File: src/rtl/nic_regs_pkg.sv
package nic_regs_pkg;
  localparam int WORD_W = 16;
  typedef logic [WORD_W-1:0] word_t;

  // register indices whose behaviour is special
  localparam int IDX_CR      = 'h00;
  localparam int IDX_DCR     = 'h01;
  localparam int IDX_RCR     = 'h02;
  localparam int IDX_TCR     = 'h03;
  localparam int IDX_IMR     = 'h04;
  localparam int IDX_ISR     = 'h05;
  localparam int IDX_EOB     = 'h13;
  localparam int IDX_EVEN_LO = 'h15;
  localparam int IDX_EVEN_HI = 'h18;
  localparam int IDX_RO_LO   = 'h22;
  localparam int IDX_RO_HI   = 'h24;
  localparam int IDX_CE      = 'h25;
  localparam int IDX_REV     = 'h28;
  localparam int IDX_SEQ     = 'h2B;
  localparam int IDX_INV_LO  = 'h2C;
  localparam int IDX_INV_HI  = 'h2E;
  localparam int IDX_RO_TOP  = 'h2F;
  localparam int IDX_DCR2    = 'h3F;

  // command bit positions
  localparam int CB_HALT  = 0;
  localparam int CB_TX    = 1;
  localparam int CB_RXOFF = 2;
  localparam int CB_RXON  = 3;
  localparam int CB_TSTOP = 4;
  localparam int CB_TGO   = 5;
  localparam int CB_SWRST = 7;
  localparam int CB_RRA   = 8;
  localparam int CB_CAM   = 9;

  localparam word_t CMD_MASK   = 16'h03BF;
  localparam word_t CLR_ON_RST = 16'h0303;
  localparam word_t CR_INIT    = 16'h0094;
  localparam word_t IMR_MASK   = 16'h7FFF;
  localparam word_t DCR_MASK   = 16'hBFFF;
  localparam word_t DCR2_MASK  = 16'hF017;
  localparam word_t TCR_MASK   = 16'hF000;
  localparam word_t RCR_MASK   = 16'hFFE0;
  localparam word_t EVEN_MASK  = 16'hFFFE;
  localparam word_t TCR_INIT   = 16'h0101;
  localparam word_t RCR_INIT   = 16'h0020;
  localparam int    ISR_RBE    = 5;

  typedef enum logic [2:0] {
    DST_NONE, DST_CR, DST_IMR, DST_ISR, DST_KEEP, DST_RAM
  } dest_e;

  // registers that need a reset value live in a small flop bank
  localparam int KS_DCR  = 0;
  localparam int KS_RCR  = 1;
  localparam int KS_TCR  = 2;
  localparam int KS_EOB  = 3;
  localparam int KS_CE   = 4;
  localparam int KS_SEQ  = 5;
  localparam int KS_DCR2 = 6;
  localparam int KEEP_N  = 7;
  localparam int SLOT_W  = $clog2(KEEP_N);

  function automatic int keep_slot(input int idx);
    case (idx)
      IDX_DCR:  return KS_DCR;
      IDX_RCR:  return KS_RCR;
      IDX_TCR:  return KS_TCR;
      IDX_EOB:  return KS_EOB;
      IDX_CE:   return KS_CE;
      IDX_SEQ:  return KS_SEQ;
      IDX_DCR2: return KS_DCR2;
      default:  return -1;
    endcase
  endfunction

  function automatic word_t keep_init(input int slot, input word_t eob);
    case (slot)
      KS_RCR:  return RCR_INIT;
      KS_TCR:  return TCR_INIT;
      KS_EOB:  return eob;
      default: return '0;
    endcase
  endfunction
endpackage

File: src/rtl/nic_wr_shape.sv
module nic_wr_shape
  import nic_regs_pkg::*;
#(
  parameter int ADDR_W = 6
) (
  input  logic [ADDR_W-1:0] idx,
  input  word_t             wdata,
  input  logic              in_reset,
  output dest_e             dest,
  output word_t             shaped,
  output logic [SLOT_W-1:0] slot
);
  int i;
  int ks;

  always_comb begin
    i      = int'(idx);
    dest   = DST_RAM;
    shaped = wdata;
    slot   = '0;
    ks     = -1;
    if (i == IDX_CR) begin
      dest = DST_CR;
    end else if (i == IDX_IMR) begin
      dest = DST_IMR;
    end else if (i == IDX_ISR) begin
      dest = DST_ISR;
    end else if ((i >= IDX_RO_LO && i <= IDX_RO_HI) || i == IDX_REV || i == IDX_RO_TOP) begin
      dest = DST_NONE;
    end else if (i == IDX_DCR) begin
      shaped = wdata & DCR_MASK;
      if (!in_reset) dest = DST_NONE;
    end else if (i == IDX_DCR2) begin
      shaped = wdata & DCR2_MASK;
      if (!in_reset) dest = DST_NONE;
    end else if (i == IDX_TCR) begin
      shaped = wdata & TCR_MASK;
    end else if (i == IDX_RCR) begin
      shaped = wdata & RCR_MASK;
    end else if (i >= IDX_EVEN_LO && i <= IDX_EVEN_HI) begin
      shaped = wdata & EVEN_MASK;
    end else if (i >= IDX_INV_LO && i <= IDX_INV_HI) begin
      shaped = wdata ^ {WORD_W{1'b1}};
    end
    if (dest == DST_RAM) begin
      ks = keep_slot(i);
      if (ks >= 0) begin
        dest = DST_KEEP;
        slot = SLOT_W'(ks);
      end
    end
  end
endmodule

File: src/rtl/nic_cmd_ctrl.sv
module nic_cmd_ctrl
  import nic_regs_pkg::*;
(
  input  logic  clk,
  input  logic  rst,
  input  logic  cr_we,
  input  word_t wdata,
  input  logic  tx_done,
  input  logic  rra_done,
  input  logic  cam_done,
  input  logic  rbe_req,
  output word_t cr_q,
  output word_t pulse_q
);
  word_t cr_d, pulse_d, done_m;

  always_comb begin
    done_m           = '0;
    done_m[CB_TX]    = tx_done;
    done_m[CB_RRA]   = rra_done;
    done_m[CB_CAM]   = cam_done;
    cr_d             = cr_q & ~done_m;
    pulse_d          = '0;
    if (cr_we) begin
      if (cr_q[CB_SWRST] && !wdata[CB_SWRST]) begin
        cr_d[CB_SWRST] = 1'b0;
      end else begin
        cr_d    = cr_d | (wdata & CMD_MASK);
        pulse_d = wdata & CMD_MASK;
        if (wdata[CB_RXOFF]) cr_d[CB_RXON]  = 1'b0;
        if (wdata[CB_RXON])  cr_d[CB_RXOFF] = 1'b0;
        if (wdata[CB_TSTOP]) cr_d[CB_TGO]   = 1'b0;
        if (wdata[CB_TGO])   cr_d[CB_TSTOP] = 1'b0;
        if (wdata[CB_SWRST]) begin
          cr_d           = cr_d & ~CLR_ON_RST;
          cr_d[CB_SWRST] = 1'b1;
          cr_d[CB_RXOFF] = 1'b1;
        end
      end
    end
    if (rbe_req) pulse_d[CB_RRA] = 1'b1;
  end

  always_ff @(posedge clk) begin
    if (rst) begin
      cr_q    <= CR_INIT;
      pulse_q <= '0;
    end else begin
      cr_q    <= cr_d;
      pulse_q <= pulse_d;
    end
  end

  p_pulse_follows_write_r2: assert property (@(posedge clk) disable iff (rst)
    (cr_we && !cr_q[CB_SWRST]) |=> (pulse_q == ($past(wdata) & CMD_MASK)));

  p_leave_reset_only_r3: assert property (@(posedge clk) disable iff (rst)
    (cr_we && cr_q[CB_SWRST] && !wdata[CB_SWRST]) |=> (pulse_q == '0 && !cr_q[CB_SWRST]));

  p_swrst_effect_r4: assert property (@(posedge clk) disable iff (rst)
    (cr_we && wdata[CB_SWRST]) |=> (cr_q[CB_SWRST] && cr_q[CB_RXOFF] && ((cr_q & CLR_ON_RST) == '0)));

  p_tx_done_clears_r5: assert property (@(posedge clk) disable iff (rst)
    (tx_done && !cr_we) |=> !cr_q[CB_TX]);
endmodule

File: src/rtl/nic_irq_unit.sv
module nic_irq_unit
  import nic_regs_pkg::*;
(
  input  logic  clk,
  input  logic  rst,
  input  logic  imr_we,
  input  logic  isr_we,
  input  word_t wdata,
  input  word_t isr_set,
  output word_t imr_q,
  output word_t isr_q,
  output logic  irq_q,
  output logic  rbe_cleared
);
  word_t clr, isr_d, imr_d;

  always_comb begin
    clr         = isr_we ? (wdata & isr_q) : '0;
    isr_d       = (isr_q & ~clr) | isr_set;
    imr_d       = imr_we ? (wdata & IMR_MASK) : imr_q;
    rbe_cleared = clr[ISR_RBE];
  end

  always_ff @(posedge clk) begin
    if (rst) begin
      imr_q <= '0;
      isr_q <= '0;
      irq_q <= 1'b0;
    end else begin
      imr_q <= imr_d;
      isr_q <= isr_d;
      irq_q <= |(imr_d & isr_d);
    end
  end

  p_irq_tracks_r6: assert property (@(posedge clk) disable iff (rst)
    irq_q == |(imr_q & isr_q));

  p_set_wins_r7: assert property (@(posedge clk) disable iff (rst)
    (|isr_set) |=> ((isr_q & $past(isr_set)) == $past(isr_set)));
endmodule

File: src/rtl/nic_reg_store.sv
module nic_reg_store
  import nic_regs_pkg::*;
#(
  parameter int    ADDR_W   = 6,
  parameter word_t EOB_INIT = 16'h02F8
) (
  input  logic              clk,
  input  logic              rst,
  input  logic              ram_we,
  input  logic              keep_we,
  input  logic [SLOT_W-1:0] keep_slot_w,
  input  logic [ADDR_W-1:0] waddr,
  input  word_t             wdata,
  input  logic              re,
  input  logic [ADDR_W-1:0] raddr,
  output word_t             rd_word
);
  localparam int DEPTH = 2 ** ADDR_W;

  word_t             mem [DEPTH];
  word_t             mem_q;
  word_t             keep_q [KEEP_N];
  logic              hit_q;
  logic [SLOT_W-1:0] hit_slot_q;
  int                rs;

  // plain storage: no reset so it maps onto block RAM
  always_ff @(posedge clk) begin
    if (ram_we) mem[waddr] <= wdata;
    if (re)     mem_q      <= mem[raddr];
  end

  for (genvar k = 0; k < KEEP_N; k++) begin : g_keep
    always_ff @(posedge clk) begin
      if (rst)                                keep_q[k] <= keep_init(k, EOB_INIT);
      else if (keep_we && keep_slot_w == SLOT_W'(k)) keep_q[k] <= wdata;
    end
  end

  always_comb rs = keep_slot(int'(raddr));

  always_ff @(posedge clk) begin
    if (rst) begin
      hit_q      <= 1'b0;
      hit_slot_q <= '0;
    end else if (re) begin
      hit_q      <= (rs >= 0);
      hit_slot_q <= (rs >= 0) ? SLOT_W'(rs) : '0;
    end
  end

  assign rd_word = hit_q ? keep_q[hit_slot_q] : mem_q;
endmodule

File: src/rtl/nic_cmd_regfile.sv
module nic_cmd_regfile
  import nic_regs_pkg::*;
#(
  parameter int    ADDR_W   = 6,
  parameter word_t EOB_INIT = 16'h02F8,
  parameter word_t REV_ID   = 16'h0004
) (
  input  logic              clk,
  input  logic              rst,
  input  logic              bus_wr,
  input  logic              bus_rd,
  input  logic [ADDR_W-1:0] bus_addr,
  input  logic [15:0]       bus_wdata,
  output logic [15:0]       bus_rdata,
  input  logic [15:0]       isr_set,
  input  logic              tx_done,
  input  logic              rra_done,
  input  logic              cam_done,
  output logic [15:0]       cmd_pulse,
  output logic              irq
);
  dest_e             dest;
  word_t             shaped;
  logic [SLOT_W-1:0] slot;
  word_t             cr_q, pulse_q, imr_q, isr_q, store_rd;
  logic              irq_q, rbe_cleared;
  logic              spec_hit, spec_sel_q;
  word_t             spec_val, spec_q;

  nic_wr_shape #(.ADDR_W(ADDR_W)) u_shape (
    .idx      (bus_addr),
    .wdata    (bus_wdata),
    .in_reset (cr_q[CB_SWRST]),
    .dest     (dest),
    .shaped   (shaped),
    .slot     (slot)
  );

  nic_cmd_ctrl u_cmd (
    .clk      (clk),
    .rst      (rst),
    .cr_we    (bus_wr && dest == DST_CR),
    .wdata    (bus_wdata),
    .tx_done  (tx_done),
    .rra_done (rra_done),
    .cam_done (cam_done),
    .rbe_req  (rbe_cleared),
    .cr_q     (cr_q),
    .pulse_q  (pulse_q)
  );

  nic_irq_unit u_irq (
    .clk         (clk),
    .rst         (rst),
    .imr_we      (bus_wr && dest == DST_IMR),
    .isr_we      (bus_wr && dest == DST_ISR),
    .wdata       (bus_wdata),
    .isr_set     (isr_set),
    .imr_q       (imr_q),
    .isr_q       (isr_q),
    .irq_q       (irq_q),
    .rbe_cleared (rbe_cleared)
  );

  nic_reg_store #(.ADDR_W(ADDR_W), .EOB_INIT(EOB_INIT)) u_store (
    .clk         (clk),
    .rst         (rst),
    .ram_we      (bus_wr && dest == DST_RAM),
    .keep_we     (bus_wr && dest == DST_KEEP),
    .keep_slot_w (slot),
    .waddr       (bus_addr),
    .wdata       (shaped),
    .re          (bus_rd),
    .raddr       (bus_addr),
    .rd_word     (store_rd)
  );

  // read side for registers held outside the store
  always_comb begin
    spec_hit = 1'b1;
    spec_val = '0;
    if (bus_addr == ADDR_W'(IDX_CR))       spec_val = cr_q;
    else if (bus_addr == ADDR_W'(IDX_IMR)) spec_val = imr_q;
    else if (bus_addr == ADDR_W'(IDX_ISR)) spec_val = isr_q;
    else if (bus_addr == ADDR_W'(IDX_REV)) spec_val = REV_ID;
    else if ((bus_addr >= ADDR_W'(IDX_RO_LO) && bus_addr <= ADDR_W'(IDX_RO_HI)) ||
             bus_addr == ADDR_W'(IDX_RO_TOP)) spec_val = '0;
    else spec_hit = 1'b0;
  end

  always_ff @(posedge clk) begin
    if (rst) begin
      spec_sel_q <= 1'b1;
      spec_q     <= '0;
    end else if (bus_rd) begin
      spec_sel_q <= spec_hit;
      spec_q     <= spec_val;
    end
  end

  assign bus_rdata = spec_sel_q ? spec_q : store_rd;
  assign cmd_pulse = pulse_q;
  assign irq       = irq_q;

  p_rbe_clear_pulse_r8: assert property (@(posedge clk) disable iff (rst)
    (bus_wr && bus_addr == ADDR_W'(IDX_ISR) && bus_wdata[ISR_RBE] && isr_q[ISR_RBE])
      |=> cmd_pulse[CB_RRA]);
endmodule

File: config.mk
export PLATFORM = sky130hd
export DESIGN_NAME = nic_cmd_regfile
export DESIGN_NICKNAME = d
export VERILOG_FILES = /design/src/rtl/nic_regs_pkg.sv /design/src/rtl/nic_wr_shape.sv /design/src/rtl/nic_cmd_ctrl.sv /design/src/rtl/nic_irq_unit.sv /design/src/rtl/nic_reg_store.sv /design/src/rtl/nic_cmd_regfile.sv
export SDC_FILE = /design/constraint.sdc
export NUM_CORES = 1
export LEC_CHECK = 0
export BUFFER_PORTS_ARGS = -buffer_cell sky130_fd_sc_hd__buf_4
export CORE_ASPECT_RATIO = 1.4
export CORE_MARGIN = 5
export CORE_UTILIZATION = 30
export CTS_CLUSTER_SIZE = 30
export DETAILED_ROUTE_END_ITERATION = 10
export GPL_TIMING_DRIVEN = 1
export SLEW_MARGIN = 5
export SYNTH_ARGS = -nofsm -noshare
export SYNTH_HDL_FRONTEND = slang
export SYNTH_SLANG_ARGS = --single-unit
File: constraint.sdc
create_clock -name clk -period 4.9 [get_ports clk]
set_input_delay 0.98 -clock clk [delete_from_list [all_inputs] [get_ports clk]]
set_output_delay 0.98 -clock clk [all_outputs]
set_load 0.1 [all_outputs]
==> results of run 1 <==
metrics by stage:
step | area [um2] | utilization (%)
floorplan | 49000 | -
global placement | 52900 | 33.3
detailed placement | 52900 | 33.3
CTS | 56600 | 35.6
global route | 56600 | 35.6
finish | 56600 | 35.6
worst max-delay path by stage:
stage	to	cells after the start	slack, ns
2_1_floorplan	bus_rdata[2]	7	0.21
3_3_place_gp	u_store.mem[57][7]	9	0.60
3_5_place_dp	u_store.mem[57][7]	9	0.56
4_1_cts	bus_rdata[11]	6	0.65
5_1_grt	bus_rdata[11]	6	0.54
6_report	bus_rdata[11]	6	0.74
worst register-to-register path, delay by kind of cell (launching register included):
family          cells  cell delay, ns
compound gates      1            0.14
buf+inv             1            0.21
flops               1            0.50
simple gates        4            2.04
kinds of logic after synthesis:
logic type             after synthesis  share of synthesized area [%]
multiplexers                       399                           17.5
buffers and inverters              162                           1.49
AND/OR/NAND/NOR                    384                           3.45
other                                1                        0.00782
AO/OA/AOI/OAI                      160                           2.07
flip-flops                        1227                           75.2
XOR/XNOR                            16                          0.292
registers in the layout (all words and copies together), names as in the netlist, named ones only:
signal and count:
spec_q 16, spec_sel_q 1, u_cmd.cr_q 9, u_cmd.pulse_q 9, u_irq.imr_q 16, u_irq.irq_q 1
u_irq.isr_q 16, u_store.hit_q 1, u_store.hit_slot_q 3, u_store.keep_q 112, u_store.mem 1024, u_store.mem_q 16
area by class of cell:
type / instances / area, um2 / area share (%)
antenna: 6 / 15.0 / 0.0265
clock buffer: 131 / 2900 / 5.11
clock inverter: 72 / 856 / 1.51
inverter: 26 / 97.6 / 0.172
multi-input combinational: 1230 / 12300 / 21.8
sequential: 1227 / 36100 / 63.8
tap: 2100 / 2630 / 4.64
timing repair buffer: 193 / 1710 / 3.01
report_power, final:
part / switching, W / leakage, nW / internal, W
Clock: 0.00378 / 1.81 / 0.00517
Combinational: 0.00103 / 5.22 / 0.000561
Sequential: 0.000111 / 11.2 / 0.0119
Total: 0.00493 / 18.3 / 0.0176
Yosys cell counts (2+ instances only):
cell / number / area share [%]
edfxtp_1: 1152 / 72
mux4_2: 350 / 16
nor2_1: 201 / 1.6
nand2_1: 102 / 0.80
dfxtp_1: 75 / 3.1
o21ai_0: 64 / 0.67
clkbuf_1: 61 / 0.48
mux2i_1: 48 / 1.0
buf_2: 35 / 0.37
a21oi_1: 31 / 0.32
inv_1: 25 / 0.20
buf_1: 24 / 0.19
buf_4: 15 / 0.23
nand3_1: 15 / 0.16
nor3_1: 15 / 0.16
xnor2_1: 13 / 0.24
and3_1: 11 / 0.14
nor2b_1: 9 / 0.12
a221oi_1: 8 / 0.15
o22ai_1: 7 / 0.091
a22oi_1: 6 / 0.094
a211oi_1: 5 / 0.078
a311oi_1: 5 / 0.091
o31ai_1: 5 / 0.078
nand4_1: 4 / 0.052
nor4_1: 4 / 0.052
o21ai_1: 4 / 0.042
a222oi_1: 3 / 0.063
a31oi_1: 3 / 0.039
and4_1: 3 / 0.055
o211ai_1: 3 / 0.047
or3_1: 3 / 0.039
xor2_1: 3 / 0.055
a211oi_2: 2 / 0.052
a32oi_1: 2 / 0.037
nand2b_1: 2 / 0.026
nor3b_1: 2 / 0.031
o21a_1: 2 / 0.031
or2_1: 2 / 0.026
per-layer routing:
metal	routed length [um]	part of all wire (%)	track usage [%]	vias up
li1	-	-	-	10200
met1	43300	38	16.0	12500
met2	61500	54	24.6	734
met3	5760	5.1	1.90	156
met4	3260	2.9	4.30	0
met5	0	0	0	-
cells in the final DEF, fill, tap and decap left out, types with 4 or more instances in the layout:
master / Yosys / final
a22oi_1: 6 / 6
a21oi_1: 31 / 31
xnor2_1: 13 / 13
dfxtp_1: 75 / 74
edfxtp_1: 1152 / 1152
clkbuf_16: 0 / 113
a211oi_1: 5 / 5
diode_2: 0 / 6
o21ai_0: 64 / 51
inv_2: 0 / 15
buf_4: 15 / 171
nand2_1: 102 / 102
inv_1: 25 / 9
nor2_2: 1 / 42
nor2b_1: 9 / 9
nor3_1: 15 / 13
nand3_1: 15 / 15
nand4_1: 4 / 4
clkinvlp_4: 0 / 5
nor2_1: 201 / 160
mux4_2: 350 / 350
clkinv_1: 1 / 29
o21ai_1: 4 / 17
bufinv_16: 0 / 18
and3_1: 11 / 11
clkbuf_1: 61 / 18
a311oi_1: 5 / 5
clkinv_2: 0 / 14
o22ai_1: 7 / 7
a221oi_1: 8 / 8
mux2i_1: 48 / 48
conb_1: 1 / 271
buf_12: 0 / 19
==> flow_summary.yaml, run 1 <==
critical_path:
  critPathKind: "flop to output port"
  cp_slowest_cell: "dfxtp_2"
  cp_num_buf_inv: 1
  crit_chain: "mux4_2 > mux2i_1 > nand2_1 > o21ai_0 > o21ai_1 > buf_4"
  reg2reg_from: "u_cmd.cr_q[7]"
  r2r_cells: 6
  path_max_fanout: 19
  endpoint_kind: "output port"
  cp.required_ns: 3.92
  start_kind: "flop"
  rrSetupSlack_ns: 1.69
  path_delay_family: "multiplexers"
  r2r_end: "u_store.mem[57][4]"
  cp_data_arrival_time_ns: 3.18
  slowest_delay_ns: 0.82
floorplan:
  pin_count: 78
  fp.dieW_um: 348
  die_area_mm2: 0.168
  start_util_pct: 30.2
  fp.dieH_um: 483
  rows: 173
  core_mm2: 0.159
clock_network:
  root_buffer: "clkbuf_16"
  clk_pin_slew_ns: 0.06
  clock-sinks: 1227
  cts.path.max_buffers: 3
  postCtsSetupBuffers: 0
  clk_latency_ns: 0.71
  cts_resized: 0
  cts_made_buffers: 111
  cts_tree: "built"
  cts_hold_buf: 0
  cts_max_level: 3
outcome:
  status: "finished clean"
logic_synthesis:
  ys.warnings.count: 0
  async_reset_ff_share_pct: 0
  synth_flop_cell: "edfxtp_1"
  synth_edf_count: 1152
  avgSynthCellArea_um2: 20.4
  ys_seq_area_share_pct: 75.2
  ys_ff_latch: 1227
  synth_cell_types: 64
  syn_inst: 2349
  netlist_area_mm2: 0.0480
pwr:
  ir_drop_mv: 0.279
  power.density_mw_per_mm2: 398
  p_leak_nw: 18.3
  power_w: 0.0225
layout:
  nets: 2834
  areaGrowthSynthToFinish_pct: 18.0
  drive_above_1_share_pct: 27.0
  fill_cells: 14800
  stdcell_count: 4985
routing:
  drt-total-wl_mm: 114
  wire_per_inst_um: 22.8
  first_pass_iters: 5
  drcViolationCount: 0
  ant_nets: 0
  num_vias: 23600
  drt_iter0_drc: 2073
  viasPerCell: 4.73
grt:
  grt_overflow_total: 0
  grt_use_total_pct: 13.3
  antenna_found_initial: 5
  grt_max_degree: 119
  grt_pass1_vias: 24600
  grt_pass1_wl_mm: 167
hold_path:
  hold_path_end: "u_cmd.cr_q[5]"
  min_path_cells: 1
  hp-class: "flop to flop"
  hp-start: "u_cmd.cr_q[5]"
timing:
  post-route-period-util_pct: 84.8
  finalSetupTns_ns: 0
  tightest_slew_ns: 1.24
  hold_viol: 0
  setup_violations: 0
  slew_viol_final: 0
  fin_ws_ns: 0.744
  fin_skew_ns: 0.0181
  finalCriticalPeriod_ns: 4.16
  fmax_mhz: 241
  grt_setup_unrepaired: "false"
  whs_ns: 0.471
  max-slew-margin-rel_pct: 17.0
place:
  port_buffers: 70
  hpwl_mm: 72.0
  place_ws_ns: 0.557
  dp.cells: 4776
  gp_congestion: 0.848
run:
  max-cap-violations: 0
Note: power is estimated with default switching activity, not from simulation.
==> inputs of run 2 (changes only) <==
clock period = 3.3 ns   (was 4.9 ns; I/O delays follow)
==> flow_summary.yaml, run 2 (synthesis results as in run 1) <==
layout:
  drive_above_1_share_pct: 31.8
  largest_reg_flops: 1024
  top_register: "u_store.mem"
  final_area_mm2: 0.0590
  layout_commonest_cell: "edfxtp_1"
  final_util_pct: 37.2
  largestRegisters: "u_store.mem (1024), u_store.keep_q (112)"
  most-common-layout-cells: "edfxtp_1, mux4_2, conb_1, buf_4, nor2_1"
  stdcell_count: 5110
  areaGrowthSynthToFinish_pct: 23.1
  nets: 2961
floorplan:
  pin_count: 78
  fp.dieW_um: 348
  core_mm2: 0.159
  fp.dieH_um: 483
  rows: 173
  die_area_mm2: 0.168
  start_util_pct: 30.2
timing:
  post-route-period-util_pct: 101
  setup_violations: 1
  max-slew-margin-rel_pct: 36.7
  finalCriticalPeriod_ns: 3.32
  fin_skew_ns: 0.0355
  tightest_slew_ns: 0.940
  fin_ws_ns: -0.0192
  hold_viol: 0
  slew_viol_final: 0
  fmax_mhz: 301
  grt_setup_unrepaired: "true"
grt:
  grt_pass1_wl_mm: 175
  antenna_found_initial: 8
  use_met1_pct: 16.9
  grt_overflow_total: 0
  met2_usage_pct: 24.7
  busiest_layer: "met2"
  grt_use_met3_pct: 2.76
  grt_use_total_pct: 14.0
  grt_max_degree: 72
  grt_pass1_vias: 25100
place:
  port_buffers: 70
  place_ws_ns: -0.218
  hpwl_mm: 75.7
  dp.cells: 4901
  dpl_cell_area_mm2: 0.0551
  gp_congestion: 0.840
clock_network:
  cts_max_level: 3
  root_buffer: "clkbuf_16"
  cts_tree: "built"
  clk_latency_ns: 0.74
  cts_hold_buf: 0
  cts_made_buffers: 109
  clk_pin_slew_ns: 0.07
  cts.path.max_buffers: 3
  clock-sinks: 1227
critical_path:
  start_kind: "flop"
  cp_data_arrival_time_ns: 2.66
  endpoint_kind: "output port"
  cp.required_ns: 2.64
  critPathKind: "flop to output port"
  path_max_fanout: 8
pwr:
  p_leak_nw: 19.3
  ir_drop_mv: 0.433
  power.density_mw_per_mm2: 568
run:
  max-cap-violations: 0
routing:
  drt_iter0_drc: 2081
  viasPerCell: 4.76
  drcViolationCount: 0
  drt-total-wl_mm: 119
  first_pass_iters: 7
  num_vias: 24300
  wire_per_inst_um: 23.4
  ant_nets: 0
hold_path:
  hp-class: "primary input to flop"
outcome:
  failed_checks: "setup timing"
  status: "finished, violations left"
==> run 2: worst max-delay path: stages, from the launching register on <==
cell and delay (ns):
dfxtp_4 0.39, bufbuf_16 0.29, mux4_2 0.53, mux2i_2 0.22
nand2_1 0.10, o21ai_2 0.14, o21ai_4 0.08, buf_8 0.17
==> run 2: metal layers <==
layer	part of all wire [%]	up-vias
met1	38	12900
met4	3.9	0
met2	52	731
li1	-	10500
met5	0	-
met3	5.6	192
==> run 2: cell type report <==
type                            count  area, um2
Sequential cell                  1227      36100
Tap cell                         2100       2630
Fill cell                       14600      99800
Antenna cell                        5       12.5
Timing Repair Buffer              322       3870
Clock buffer                      135       2900
Clock inverter                     65        743
Inverter                           26        101
Multi-Input combinational cell   1230      12700
==> run 2: report_power, final <==
part | internal (W) | switching (W) | leakage [nW] | total, W
Clock | 0.00731 | 0.00575 | 1.77 | 0.0131
Combinational | 0.00106 | 0.00162 | 6.30 | 0.00268
Sequential | 0.0176 | 0.000160 | 11.2 | 0.0178
==> run 2: per-stage QoR <==
stage	hold WS, ns	total power [W]	setup TNS, ns
after detailed placement	0.454	0.0208	-60.48
after global routing	0.121	0.0346	-0.866
after CTS	0.102	0.0338	-0.472
after global placement	0.451	0.0207	-81.56
final	0.162	0.0335	-0.0192
after floorplan	0.436	0.0196	-39.02
==> run 2: worst paths after layout <==
| kind | startpoint | end | slack (ns) | depth (start not counted) |
|---|---|---|---|---|
| max | flop | bus_rdata[14] | -0.02 | 7 |
| min | isr_set[8] | u_irq.isr_q[8] | 0.16 | 3 |
| max reg2reg | u_cmd.cr_q[7] | u_store.mem[62][5] | 0.63 | 8 |
| min reg2reg | u_irq.imr_q[2] | spec_q[2] | 0.47 | 2 |
==> run 2: timing repair <==
action | CTS | global route
setup endpoints to repair | 15 | 15
gates cloned | 2 | 0
pin swaps | 0 | 1
resized for setup | 43 | 19
buffers inserted | 2 | 0
